File: config.mk
export PLATFORM = sky130hd
export DESIGN_NAME = wwd_top
export DESIGN_NICKNAME = d
export VERILOG_FILES = /design/src/rtl/wwd_pkg.sv /design/src/rtl/wwd_prescaler.sv /design/src/rtl/wwd_regs.sv /design/src/rtl/wwd_judge.sv /design/src/rtl/wwd_pulse.sv /design/src/rtl/wwd_top.sv
export SDC_FILE = /design/constraint.sdc
export NUM_CORES = 1
export LEC_CHECK = 0
export BUFFER_PORTS_ARGS = -buffer_cell sky130_fd_sc_hd__buf_2
export CAP_MARGIN = 20
export CORE_MARGIN = 1.5
export CORE_UTILIZATION = 62
export CTS_CLUSTER_DIAMETER = 150
export CTS_CLUSTER_SIZE = 30
export DETAILED_ROUTE_END_ITERATION = 10
export PLACE_DENSITY = 0.84
export SLEW_MARGIN = 10
export SYNTH_ARGS = -nofsm -noshare
export SYNTH_HDL_FRONTEND = slang
export SYNTH_HIERARCHICAL = 1
export SYNTH_SLANG_ARGS = --single-unit
File: constraint.sdc
create_clock -name clk -period 4.25 [get_ports clk]
set_input_delay 0.85 -clock clk [delete_from_list [all_inputs] [get_ports clk]]
set_output_delay 0.85 -clock clk [all_outputs]
set_load 0.005 [all_outputs]
File: src/rtl/wwd_pkg.sv
package wwd_pkg;
  typedef enum logic {
    REG_CTRL = 1'b0,
    REG_WIN  = 1'b1
  } reg_sel_e;
endpackage

File: src/rtl/wwd_prescaler.sv
module wwd_prescaler #(
  parameter int unsigned PRESCALE = 12288
) (
  input  logic clk,
  input  logic rst_n,
  input  logic restart,
  output logic tick
);
  localparam int unsigned PS_W = (PRESCALE > 1) ? $clog2(PRESCALE) : 1;
  localparam logic [PS_W-1:0] LAST = PS_W'(PRESCALE - 1);

  logic [PS_W-1:0] div_q;

  // A restart in the same cycle pre-empts the wrap
  assign tick = (div_q == LAST) && !restart;

  always_ff @(posedge clk) begin
    if (!rst_n) begin
      div_q <= '0;
    end else if (restart || (div_q == LAST)) begin
      div_q <= '0;
    end else begin
      div_q <= div_q + 1'b1;
    end
  end
endmodule

File: src/rtl/wwd_regs.sv
module wwd_regs #(
  parameter int unsigned CNT_W = 7
) (
  input  logic             clk,
  input  logic             rst_n,
  input  logic             ctrl_wr,
  input  logic             win_wr,
  input  logic [CNT_W:0]   wdata,
  input  logic             tick,
  output logic             en_q,
  output logic [CNT_W-1:0] cnt_q,
  output logic [CNT_W-1:0] win_q
);
  always_ff @(posedge clk) begin
    if (!rst_n) begin
      en_q  <= 1'b0;
      cnt_q <= '1;
      win_q <= '1;
    end else begin
      // enable is set-only
      if (ctrl_wr && wdata[CNT_W]) en_q <= 1'b1;
      if (ctrl_wr) begin
        cnt_q <= wdata[CNT_W-1:0];
      end else if (tick) begin
        cnt_q <= cnt_q - 1'b1;
      end
      if (win_wr) win_q <= wdata[CNT_W-1:0];
    end
  end
endmodule

File: src/rtl/wwd_judge.sv
module wwd_judge #(
  parameter int unsigned CNT_W = 7
) (
  input  logic             en_q,
  input  logic             force_on,
  input  logic             ctrl_wr,
  input  logic [CNT_W:0]   wdata,
  input  logic             tick,
  input  logic [CNT_W-1:0] cnt_q,
  input  logic [CNT_W-1:0] win_q,
  output logic             violation
);
  localparam logic [CNT_W-1:0] MIDPOINT = {1'b1, {(CNT_W-1){1'b0}}};

  logic active_now, active_after, early, low_load, expire;

  assign active_now   = en_q | force_on;
  assign active_after = active_now | wdata[CNT_W];
  assign early        = ctrl_wr & active_now & (cnt_q > win_q);
  assign low_load     = ctrl_wr & active_after & ~wdata[CNT_W-1];
  assign expire       = tick & active_now & (cnt_q == MIDPOINT);
  assign violation    = early | low_load | expire;
endmodule

File: src/rtl/wwd_pulse.sv
module wwd_pulse (
  input  logic clk,
  input  logic rst_n,
  input  logic violation,
  output logic rst_req
);
  always_ff @(posedge clk) begin
    if (!rst_n) begin
      rst_req <= 1'b0;
    end else begin
      rst_req <= violation & ~rst_req;
    end
  end
endmodule

File: src/rtl/wwd_top.sv
module wwd_top
  import wwd_pkg::*;
#(
  parameter int unsigned PRESCALE = 12288,
  parameter int unsigned CNT_W    = 7
) (
  input  logic             clk,
  input  logic             rst_n,
  input  logic             force_on,
  input  logic             bus_wr,
  input  logic             bus_addr,
  input  logic [CNT_W:0]   bus_wdata,
  output logic [CNT_W:0]   bus_rdata,
  output logic             rst_req
);
  reg_sel_e         sel;
  logic             ctrl_wr, win_wr, tick, en_q, violation;
  logic [CNT_W-1:0] cnt_q, win_q;

  assign sel     = reg_sel_e'(bus_addr);
  assign ctrl_wr = bus_wr && (sel == REG_CTRL);
  assign win_wr  = bus_wr && (sel == REG_WIN);

  wwd_prescaler #(.PRESCALE(PRESCALE)) u_psc (
    .clk(clk), .rst_n(rst_n), .restart(ctrl_wr), .tick(tick)
  );

  wwd_regs #(.CNT_W(CNT_W)) u_regs (
    .clk(clk), .rst_n(rst_n), .ctrl_wr(ctrl_wr), .win_wr(win_wr),
    .wdata(bus_wdata), .tick(tick), .en_q(en_q), .cnt_q(cnt_q), .win_q(win_q)
  );

  wwd_judge #(.CNT_W(CNT_W)) u_judge (
    .en_q(en_q), .force_on(force_on), .ctrl_wr(ctrl_wr), .wdata(bus_wdata),
    .tick(tick), .cnt_q(cnt_q), .win_q(win_q), .violation(violation)
  );

  wwd_pulse u_pulse (
    .clk(clk), .rst_n(rst_n), .violation(violation), .rst_req(rst_req)
  );

  always_comb begin
    unique case (sel)
      REG_CTRL: bus_rdata = {en_q | force_on, cnt_q};
      REG_WIN:  bus_rdata = {1'b0, win_q};
      default:  bus_rdata = '0;
    endcase
  end
endmodule

Word level (Yosys, flattened, before mapping)
Index checks and enable logic that the tools add are counted.
{"block": "totals", "elab_cells": 36, "ff_bits": 30, "in_bits": 13, "out_inout_bits": 9}
{"block": "classes", "bitwise": 15, "eq_ne": 2, "addsub": 2, "n_lt_le_gt_ge": 1, "reduce_logical": 8, "muxes": 3}
{"op": "8-bit case mux with 2 select lines", "n": 1}
{"op": "14-bit by 1-bit adder with 14-bit output (second input constant)", "n": 1}
{"op": "14-bit == test (second input constant)", "n": 1}
{"op": "7-bit two-way mux", "n": 2}
{"op": "1-bit bitwise AND", "n": 7}
{"op": "7-bit == test (second input constant)", "n": 1}
{"op": "7-bit greater-than comparator", "n": 1}
{"op": "7-bit by 1-bit subtractor with 7-bit output (second input constant)", "n": 1}
{"op": "1-bit logical AND", "n": 4}
{"op": "1-bit inverter", "n": 4}
{"op": "1-bit bitwise OR", "n": 4}
{"op": "2-bit nonzero test", "n": 1}
{"op": "2-bit OR reduction", "n": 1}
{"op": "1-bit zero test", "n": 1}
{"op": "1-bit logical OR", "n": 1}

Depth between registers and ports, before layout
Gate-level depths: netlist of run 1.
{"block": "depth", "word_depth": 8, "depth_mapped": 8, "ltp_nobuf": 8}

Modules after synthesis
Netlist of run 1, hierarchy kept.
{"module": "wwd_regs", "n_inst": 1, "cells_per_inst": 77, "area_per_inst_um2": 696.9, "seq_area_each_um2": 300.3}
{"module": "wwd_prescaler", "n_inst": 1, "cells_per_inst": 70, "area_per_inst_um2": 679.4, "seq_area_each_um2": 280.3}
{"module": "wwd_judge", "n_inst": 1, "cells_per_inst": 31, "area_per_inst_um2": 227.7, "seq_area_each_um2": 0.0}
{"module": "wwd_top", "n_inst": 1, "cells_per_inst": 11, "area_per_inst_um2": 142.6, "seq_area_each_um2": 0.0}
{"module": "wwd_pulse", "n_inst": 1, "cells_per_inst": 2, "area_per_inst_um2": 28.8, "seq_area_each_um2": 20.0}

Worst setup path before layout of run 1
Ideal clock, no wire load.
{"block": "synth_timing", "kind": "in2reg", "startpoint": "input bus_addr", "endpoint": "register u_regs.cnt_q[4]", "arrival_time_ps": 2490, "stages": 7, "required_time_ps": 4169, "setup_time_ps": 81, "path_buffers": 2, "slack_ps": 1679, "path_cell_list": "buf_6 > and2b_2 > and4bb_2 > buf_2 > nand2_1 > or4_2 > a41oi_1"}
{"block": "synth_between", "elab_chain_len": 5, "word_cells_on_any_way": 6, "cone_classes": "1 x mux; 1 x bitwise; 4 x reduce/logical"}
{"element": "start: declaration", "line": "wwd_top.sv:11", "source": "input logic bus_addr,"}
{"element": "1-bit inverter", "line": "wwd_top.sv:21", "source": "assign ctrl_wr = bus_wr && (sel == REG_CTRL);"}
{"element": "1-bit logical AND", "line": "wwd_top.sv:21"}
{"element": "via ctrl_wr", "line": "wwd_top.sv:17", "source": "logic ctrl_wr, win_wr, tick, en_q, violation;"}
{"element": "1-bit zero test", "line": "wwd_prescaler.sv:15", "source": "assign tick = (div_q == LAST) && !restart;"}
{"element": "1-bit logical AND", "line": "wwd_prescaler.sv:15"}
{"element": "via tick", "line": "wwd_top.sv:17"}
{"element": "2-bit nonzero test (no source line)"}
{"element": "end signal: assignment", "line": "wwd_regs.sv:23", "source": "cnt_q <= wdata[CNT_W-1:0];"}
{"element": "end signal: assignment", "line": "wwd_regs.sv:25", "source": "cnt_q <= cnt_q - 1'b1;"}
{"element": "end: declaration", "line": "wwd_regs.sv:11", "source": "output logic [CNT_W-1:0] cnt_q,"}
The timed path passes the listed nets, and every way through them passes these cells.
A chain may end at the register's enable or synchronous reset.

Final worst setup path of run 1
Same ends and word-level chain as after synthesis.

==> results of run 1 <==
==> flip-flops by register name, summed over array words and instances, names as in the netlist <==
name and count:
u_psc/div_q 14, u_regs/cnt_q 7, u_regs/win_q 7, u_pulse/rst_req 1
u_regs/en_q 1
==> power groups by stage <==
stage          sequential [W]  clock (W)  combinational [W]
3_5_place_dp         0.000309          0          0.0000802
6_report             0.000302   0.000177          0.0000818
5_1_grt              0.000304   0.000194          0.0000907
3_3_place_gp         0.000308          0          0.0000766
4_1_cts              0.000302   0.000181          0.0000816
2_1_floorplan        0.000305          0          0.0000590
==> path summary, 6_finish.rpt <==
path | end | slack [ns] | cells after the start
setup reg to reg | u_regs/cnt_q[4] | 1.83 | 7
hold reg to reg | u_psc/div_q[0] | 0.49 | 1
setup / recovery | u_regs/cnt_q[4] | 1.71 | 6
hold / removal | u_psc/div_q[0] | 0.49 | 1
==> cell families after synthesis <==
kind of cell,synth area share (%)
xor gates and xnor gates,5.920
buffers and inverters,5.778
muxes,10.99
AOI/OAI and AO/OA,9.796
DFF,33.83
adders and majority gates,6.343
and+or+nand+nor,27.34
==> cells in the mapped netlist (4+ instances only) <==
cell type | number | area (um^2)
nand2_1 | 15 | 56.30
inv_1 | 16 | 60.06
nand3b_1 | 4 | 30.03
a21oi_1 | 4 | 20.02
ha_1 | 9 | 112.6
nor2_1 | 24 | 90.09
clkbuf_1 | 4 | 15.01
mux2_4 | 7 | 105.1
mux2i_1 | 9 | 90.09
xnor2_1 | 10 | 87.58
nand3_1 | 4 | 20.02
dfxtp_1 | 30 | 600.6
==> layout make-up <==
class	instances	area share, %
clock buffers	7	2.842
clock inverters	1	0.2584
inverters	16	3.101
multi-input cells	138	55.36
flip-flops and latches	30	31.01
well taps	31	2.003
repair buffers	21	5.426
==> per-layer routing <==
layer / share of wire [%] / up-vias
li1: - / 713
met1: 45 / 698
met2: 49 / 40
met3: 4.7 / 4
met4: 1.1 / 0
met5: 0 / -
==> stage by stage <==
stage               std cells  setup WS, ns   power, W  utilization, %  instance area [um^2]
CTS                       244         1.729  0.0005655           70.85                  1937
floorplan                 191         1.679  0.0003645               -                  1775
global placement          236         1.444  0.0003845           68.65                  1877
detailed placement        236         1.395  0.0003890           68.65                  1877
global route              244         1.617  0.0005893           70.85                  1937
finish                    244         1.707  0.0005614           70.85                  1937
==> critical path, cell delays in order <==
cell	delay [ns]
buf_2	0.25
and2b_2	0.36
and4bb_2	0.44
nand2_1	0.14
or4_2	0.54
a41oi_1	0.21
==> results.cfg, run 1 <==
[die]
start_util_pct = 64.94
die-area_um2 = 3193
die_h_um = 56.51
rows = 19
ios = 22
core_area_um2 = 2734
fp.dieW_um = 56.51

[cts]
h-tree-depth = 2
post_cts_resize_count = 0
postCtsHoldBufs = 0
clock-sinks = 30
postCtsSetupBuffers = 0
cts_buffers = 5
clkTransAtPathRegs_ns = 0.09
cts_root_buf = clkbuf_4
cts_tree = yes
insertion_delay_ns = 0.32
cts.path.max_buffers = 2

[cells_and_area]
fill_cells = 214
antenna_cells = 0
regArea_um2 = 600.6
area_growth_syn_to_layout_pct = 9.091
multi_input_area_um2 = 1072
final_cell_mix = 30 x dfxtp_1, 24 x nor2_1, 21 x buf_2
layout_commonest_cell = dfxtp_1
layout.nets = 234
drive_above_1_share_pct = 26.29

[routing]
wirelength_um = 3681
firstDrtPassIters = 4
detail-route-antenna-nets = 0
drc = 0
drtIter0Drc = 32
wl_per_cell_um = 15.09
viasPerCell = 5.963
num_vias = 1455

[global_route]
use_met3_pct = 6.221
grt_antenna_before_repair = 0
grt_pass1_vias = 1381
overflow = 0
use_met2_pct = 42.52
grt_max_degree = 25
grtUsageTotal_pct = 25.89
grt_pass1_wl_um = 6313
use_met1_pct = 32.56
grt.busiest_layer = met2

[sta]
rsz0062_at_grt = false
worst_slew_pin_slew_ns = 0.4106
fin_crit_ns = 2.543
setup_viol = 0
hold_slack_ns = 0.4916
worst_clock_skew_ns = 0.009201
finalCritPeriodShare_pct = 59.84
slew_violations = 0
hold_viol = 0
fmax_ghz = 0.3932
maxSlewHeadroom_pct = 72.63
setup-tns-final_ns = 0

[pwr]
switching_share_pct = 26.92
power_leakage_nw = 0.8125
p_sw_w = 0.0001512
power_density_nw_per_um2 = 289.9
p_int_w = 0.0004103
combPwrFrac_pct = 14.6
vdd_drop_max_uv = 247.7
p_seq_share_pct = 53.9
p_clk_share_pct = 31.6

[run_status]
status = complete, no violations

[synth]
ys_warn_count = 6
syn_area_per_cell_um2 = 9.296
synthesis.area_um2 = 1775
synthArstFlopShare_pct = 0
synthesis.nets = 213
synth-seq-cells = 30
syn_inst = 191
synth_cell_types = 50
ys.flop_type = dfxtp_1
yosysSeqAreaShare_pct = 33.83
synth_edf_count = 0

[run]
cap_violations = 0

[worst_setup_path]
crit_start = bus_addr
r2r-start = u_psc/div_q[0]
endpoint_kind = flip-flop
required_ns = 4.49
start_kind = input port
cp_max_fo = 17
crit_type = input port to flip-flop
crit_arrival_ns = 2.79

[placement]
place_congestion = 0.8199
hpwlAfterDp_um = 2692
io_buffers = 21

[hold_path]
hp-class = flip-flop to flip-flop
worstHoldStart = u_psc/div_q[0]
(Power assumes the default switching activity.)
==> run 2, diff against run 1 <==
ABC_AREA = 1   (was default)
CORE_UTILIZATION = 58   (was 62)
PLACE_DENSITY = 0.79   (was 0.84)
clock period = 2.5 ns   (was 4.25 ns; I/O delays follow)
==> results.cfg, run 2 <==
[synth]
netlist_top_cells_count = 92 x nand2_1, 41 x inv_1, 37 x nor2_1, 30 x dfxtp_1, 23 x nand3_1
synthMuxAreaShare_pct = 0
synthesis.area_um2 = 1889
synth_fa_ha_area_share_pct = 5.960
synth_compound_area_share_pct = 6.159
syn_inst = 287
yosys.area.top_type = dfxtp_1
yosys.area.top_type_share_pct = 31.79
synth_edf_count = 0
ys_warn_count = 6
synth_cell_types = 28
synthArstFlopShare_pct = 0
synth-simple-area-share_pct = 41.32
syn_area_per_cell_um2 = 6.583
synth_xor_area_share_pct = 2.781
yosysMostFrequentCell = nand2_1
synth_area_leaders = dfxtp_1 32%, nand2_1 18%, inv_1 8.1%
synth_top_family_by_area = simple AND/OR/NAND/NOR gates
synth-seq-cells = 30
ys.flop_type = dfxtp_1
yosysSeqAreaShare_pct = 31.79
synthesis.nets = 309

[sta]
maxSlewHeadroom_pct = 75.90
fin_crit_ns = 1.780
worst_clock_skew_ns = 0.01486
finalCritPeriodShare_pct = 71.21
hold_viol = 0
rsz0062_at_grt = false
setup_viol = 0
worst_slew_pin_slew_ns = 0.3610
hold_slack_ns = 0.3877
fmax_ghz = 0.5617
setup-tns-final_ns = 0
slew_violations = 0

[cts]
cts.path.max_buffers = 2
clock-sinks = 30
insertion_delay_ns = 0.34
cts_tree = yes
post_cts_resize_count = 0
cts_buffers = 5
h-tree-depth = 2
clkTransAtPathRegs_ns = 0.10
postCtsHoldBufs = 0
postCtsSetupBuffers = 0
cts_root_buf = clkbuf_4

[global_route]
grtUsageTotal_pct = 25.58
grt_pass1_vias = 1645
grt_max_degree = 15
overflow = 0
grt_pass1_wl_um = 6748
grt_antenna_before_repair = 0

[pwr]
vdd_drop_max_uv = 377.6
power_leakage_nw = 1.055
power_density_nw_per_um2 = 467.1

[cells_and_area]
drive_above_1_share_pct = 17.36
layout.nets = 334
largest-register = u_psc/div_q
area_growth_syn_to_layout_pct = 9.536
largestRegisters = u_psc/div_q x14, u_regs/cnt_q x7, u_regs/win_q x7
layout_commonest_cell = nand2_1
antenna_cells = 0
largest_reg_flops = 14
final_cell_mix = 92 x nand2_1, 41 x inv_1, 37 x nor2_1

[worst_setup_path]
endpoint_kind = flip-flop
cp_max_fo = 4
required_ns = 2.79
crit_arrival_ns = 2.07
crit_type = flip-flop to flip-flop
r2r-start = u_psc/div_q[0]
start_kind = flip-flop
crit_start = u_psc/div_q[0]

[routing]
firstDrtPassIters = 4
wl_per_cell_um = 11.44
detail-route-antenna-nets = 0
drc = 0
wirelength_um = 4061
viasPerCell = 4.986
num_vias = 1770
drtIter0Drc = 96

[die]
die_h_um = 60.08
start_util_pct = 61.38
rows = 20
fp.dieW_um = 60.08
core_area_um2 = 3078
die-area_um2 = 3609
ios = 22

[placement]
io_buffers = 21
hpwlAfterDp_um = 3125
place_congestion = 0.8729

[hold_path]
worstHoldStart = bus_wdata[0]
hp-class = input port to flip-flop

[run_status]
status = complete, no violations

[run]
cap_violations = 0
[run 2: changes by cell type after synthesis, moves of 9 or more]
cell | before | now
nand3_1 | 4 | 23
nor2_1 | 24 | 37
mux2i_1 | 9 | 0
nand2_1 | 15 | 92
inv_1 | 16 | 41
[run 2: worst max-delay path, cell delays in order, from the launching register on]
cell,delay (ns)
dfxtp_1,0.38
ha_1,0.22
nand2_1,0.11
nor2_4,0.13
nand4_2,0.13
nor2_1,0.11
buf_4,0.15
inv_1,0.04
nor2_1,0.08
nand3_1,0.07
nor2_1,0.09
nor2_1,0.04
nand2_1,0.06
nand2_1,0.06
nor2_2,0.07
[run 2: area by class of cell]
class / instances / area (um^2)
repair buffers: 23 / 120.1
inverters: 46 / 180.2
multi-input cells: 206 / 1062
flip-flops and latches: 30 / 600.6
fillers: 304 / 1008
well taps: 44 / 55.05
clock buffers: 6 / 51.30
[run 2: final timing paths]
| check | end | slack, ns | cells past startpoint |
|---|---|---|---|
| worst min-delay path | u_regs/win_q[0] | 0.39 | 3 |
| worst min register to register | u_pulse/rst_req | 0.44 | 1 |
| worst max register to register | u_pulse/rst_req | 0.72 | 14 |
| worst max-delay path | u_pulse/rst_req | 0.72 | 14 |
[run 2: layer usage]
metal / track usage [%] / vias to the layer above / part of all wire [%]
met5: 0 / - / 0
met4: 13.97 / 0 / 2.6
met3: 4.545 / 12 / 3.1
met2: 46.27 / 35 / 51
met1: 27.79 / 786 / 43
li1: - / 937 / -
[run 2: kinds of logic after synthesis]
logic type               Yosys count
buffers and inverters             51
flip-flops                        30
AO/OA/AOI/OAI                     17
adder cells (fa/ha/maj)            9
AND/OR/NAND/NOR                  174
XOR/XNOR                           6
[run 2: report_power, final]
group	switching [W]	internal [W]
registers	0.0000259	0.000498
logic	0.0000970	0.0000646
clock network	0.000155	0.000126
total	0.000278	0.000689
[run 2: per-stage QoR]
| stage | area (um^2) | utilization, % | instances | setup WS [ns] | total power, W |
|---|---|---|---|---|---|
| floorplan | 1889 | - | 287 | 0.7283 | 0.0006468 |
| global placement | 2018 | 65.57 | 349 | 0.8154 | 0.0006904 |
| detailed placement | 2018 | 65.57 | 349 | 0.7121 | 0.0006953 |
| CTS | 2069 | 67.24 | 355 | 0.7021 | 0.0009808 |
| global route | 2069 | 67.24 | 355 | 0.4567 | 0.001033 |
| finish | 2069 | 67.24 | 355 | 0.7197 | 0.0009668 |
==> run 3, diff against run 2 <==
ABC_AREA = 0   (was 1)
CORE_UTILIZATION = 52   (was 58)
PLACE_DENSITY = 0.76   (was 0.79)
clock period = 1.5 ns   (was 2.5 ns; I/O delays follow)
==> results.cfg, run 3 (synthesis results as in run 1) <==
[cells_and_area]
antenna_cells = 0
fin_util_pct = 74.38
largest-register = u_psc/div_q
final_cell_area_um2 = 2462
final_cell_mix = 37 x buf_4, 24 x nor2_1, 17 x dfxtp_1
area_growth_syn_to_layout_pct = 38.69
layout_commonest_cell = buf_4
drive_above_1_share_pct = 48.65
largest_reg_flops = 14
layout.nets = 280
largestRegisters = u_psc/div_q x14, u_regs/cnt_q x7, u_regs/win_q x7

[die]
ios = 22
die-area_um2 = 3774
start_util_pct = 53.63
fp.dieW_um = 61.43
rows = 21
core_area_um2 = 3311
die_h_um = 61.43

[placement]
post_dp_cell_area_um2 = 2237
place_congestion = 0.7664
hpwlAfterDp_um = 3108
io_buffers = 21
dpl_worst_slack_ns = -0.4649

[sta]
finalCritPeriodShare_pct = 128.6
worst_slack_ns = -0.4283
fmax_ghz = 0.5186
hold_viol = 0
maxSlewHeadroom_pct = 78.14
fin_crit_ns = 1.928
slew_violations = 0
setup_viol = 9
rsz0062_at_grt = true
worst_slew_pin_slew_ns = 0.3234
hold_slack_ns = 0.1940
worst_clock_skew_ns = 0.007004

[cts]
cts_tree = yes
clkTransAtPathRegs_ns = 0.10
cts_buffers = 5
cts.path.max_buffers = 2
postCtsHoldBufs = 0
cts_root_buf = clkbuf_4
insertion_delay_ns = 0.33
h-tree-depth = 2
clock-sinks = 30

[worst_setup_path]
cp_max_fo = 5
reg2reg_depth = 6
start_kind = flip-flop
crit_arrival_ns = 2.14
required_ns = 1.72
reg2reg_to = u_regs/cnt_q[3]
crit_type = flip-flop to flip-flop
rrSetupSlack_ns = -0.43
endpoint_kind = flip-flop
r2r-start = u_psc/div_q[9]

[hold_path]
hp-class = input port to flip-flop
worstHoldStart = bus_wdata[0]
whs_endpoint = u_regs/cnt_q[0]
holdPathStages = 3

[global_route]
grt_pass1_vias = 1528
grt_antenna_before_repair = 0
grt_pass1_wl_um = 6879
grtUsageTotal_pct = 25.60
grt_max_degree = 17
overflow = 0

[pwr]
power_leakage_nw = 1.080
power_density_nw_per_um2 = 694.8
vdd_drop_max_uv = 532.9

[routing]
wirelength_um = 4387
detail-route-antenna-nets = 0
firstDrtPassIters = 4
drc = 0
wl_per_cell_um = 14.38
drtIter0Drc = 56
viasPerCell = 5.400
num_vias = 1647

[run_status]
status = finished, violations left
violations = negative setup slack

[run]
cap_violations = 0
## run 3: changes by cell type in the layout (fill, tap and decap cells not counted), moves of 6 or more
cell	delta
a21oi_1	-7
buf_4	+35
buf_6	+13
dfxtp_1	-13
dfxtp_2	+13
inv_1	-25
mux2_4	+7
mux2i_1	+9
nand2_1	-78
nand3_1	-21
nor2_1	-13
nor2_4	-6
xnor2_1	+7
## run 3: what timing repair did
| item | in CTS | in global routing |
|---|---|---|
| endpoints found under the setup margin | 15 | 27 |
| resized for setup | 18 | 20 |
| buffers inserted | 6 | 3 |
| pin swaps | 7 | 4 |
| gates cloned | 0 | 1 |
## run 3: power by group
group	switching (W)	internal (W)
combinational	0.000166	0.000187
clock	0.000285	0.000227
sequential	0.0000198	0.000826
total	0.000471	0.00124
## run 3: worst max path at each step
stage | startpoint | endpoint | depth (start not counted)
final | u_psc/div_q[9] | u_regs/cnt_q[3] | 6
after global routing | u_psc/div_q[0] | u_regs/cnt_q[3] | 7
after detailed placement | u_psc/div_q[1] | u_regs/cnt_q[3] | 6
after CTS | u_psc/div_q[0] | u_regs/cnt_q[3] | 6
after global placement | u_psc/div_q[1] | u_regs/cnt_q[3] | 6
after floorplan | u_psc/div_q[0] | u_regs/cnt_q[3] | 7
## run 3: critical path: stages (launching register included)
cell      delay (ns)
dfxtp_2         0.35
nand3_2         0.11
nor4_4          0.31
and4bb_2        0.33
or4b_4          0.49
nor2_1          0.18
a311oi_2        0.06
## run 3: cell type report
cell class	instances	area (um^2)
Clock buffer	7	55.05
Clock inverter	1	5.005
Fill cell	252	848.3
Inverter	16	60.06
Multi-Input combinational cell	139	1164
Sequential cell	30	616.8
Tap cell	46	57.56
Timing Repair Buffer	66	504.2
## run 3: layer usage
layer	global-route usage [%]	part of all wire, %	wire (um)
met1	31.83	45	1955
met2	41.79	48	2105
met3	7.773	5.4	238
met4	9.726	2.0	88
met5	0	0	0
## run 3: through the flow
| step | TNS (ns) | instances | power (W) |
|---|---|---|---|
| 3_5_place_dp | -2.443 | 291 | 0.001169 |
| 4_1_cts | -2.136 | 305 | 0.001699 |
| 3_3_place_gp | -2.082 | 291 | 0.001157 |
| 5_1_grt | -3.003 | 305 | 0.001805 |
| 2_1_floorplan | -2.172 | 191 | 0.001040 |
| 6_report | -1.985 | 305 | 0.001711 |
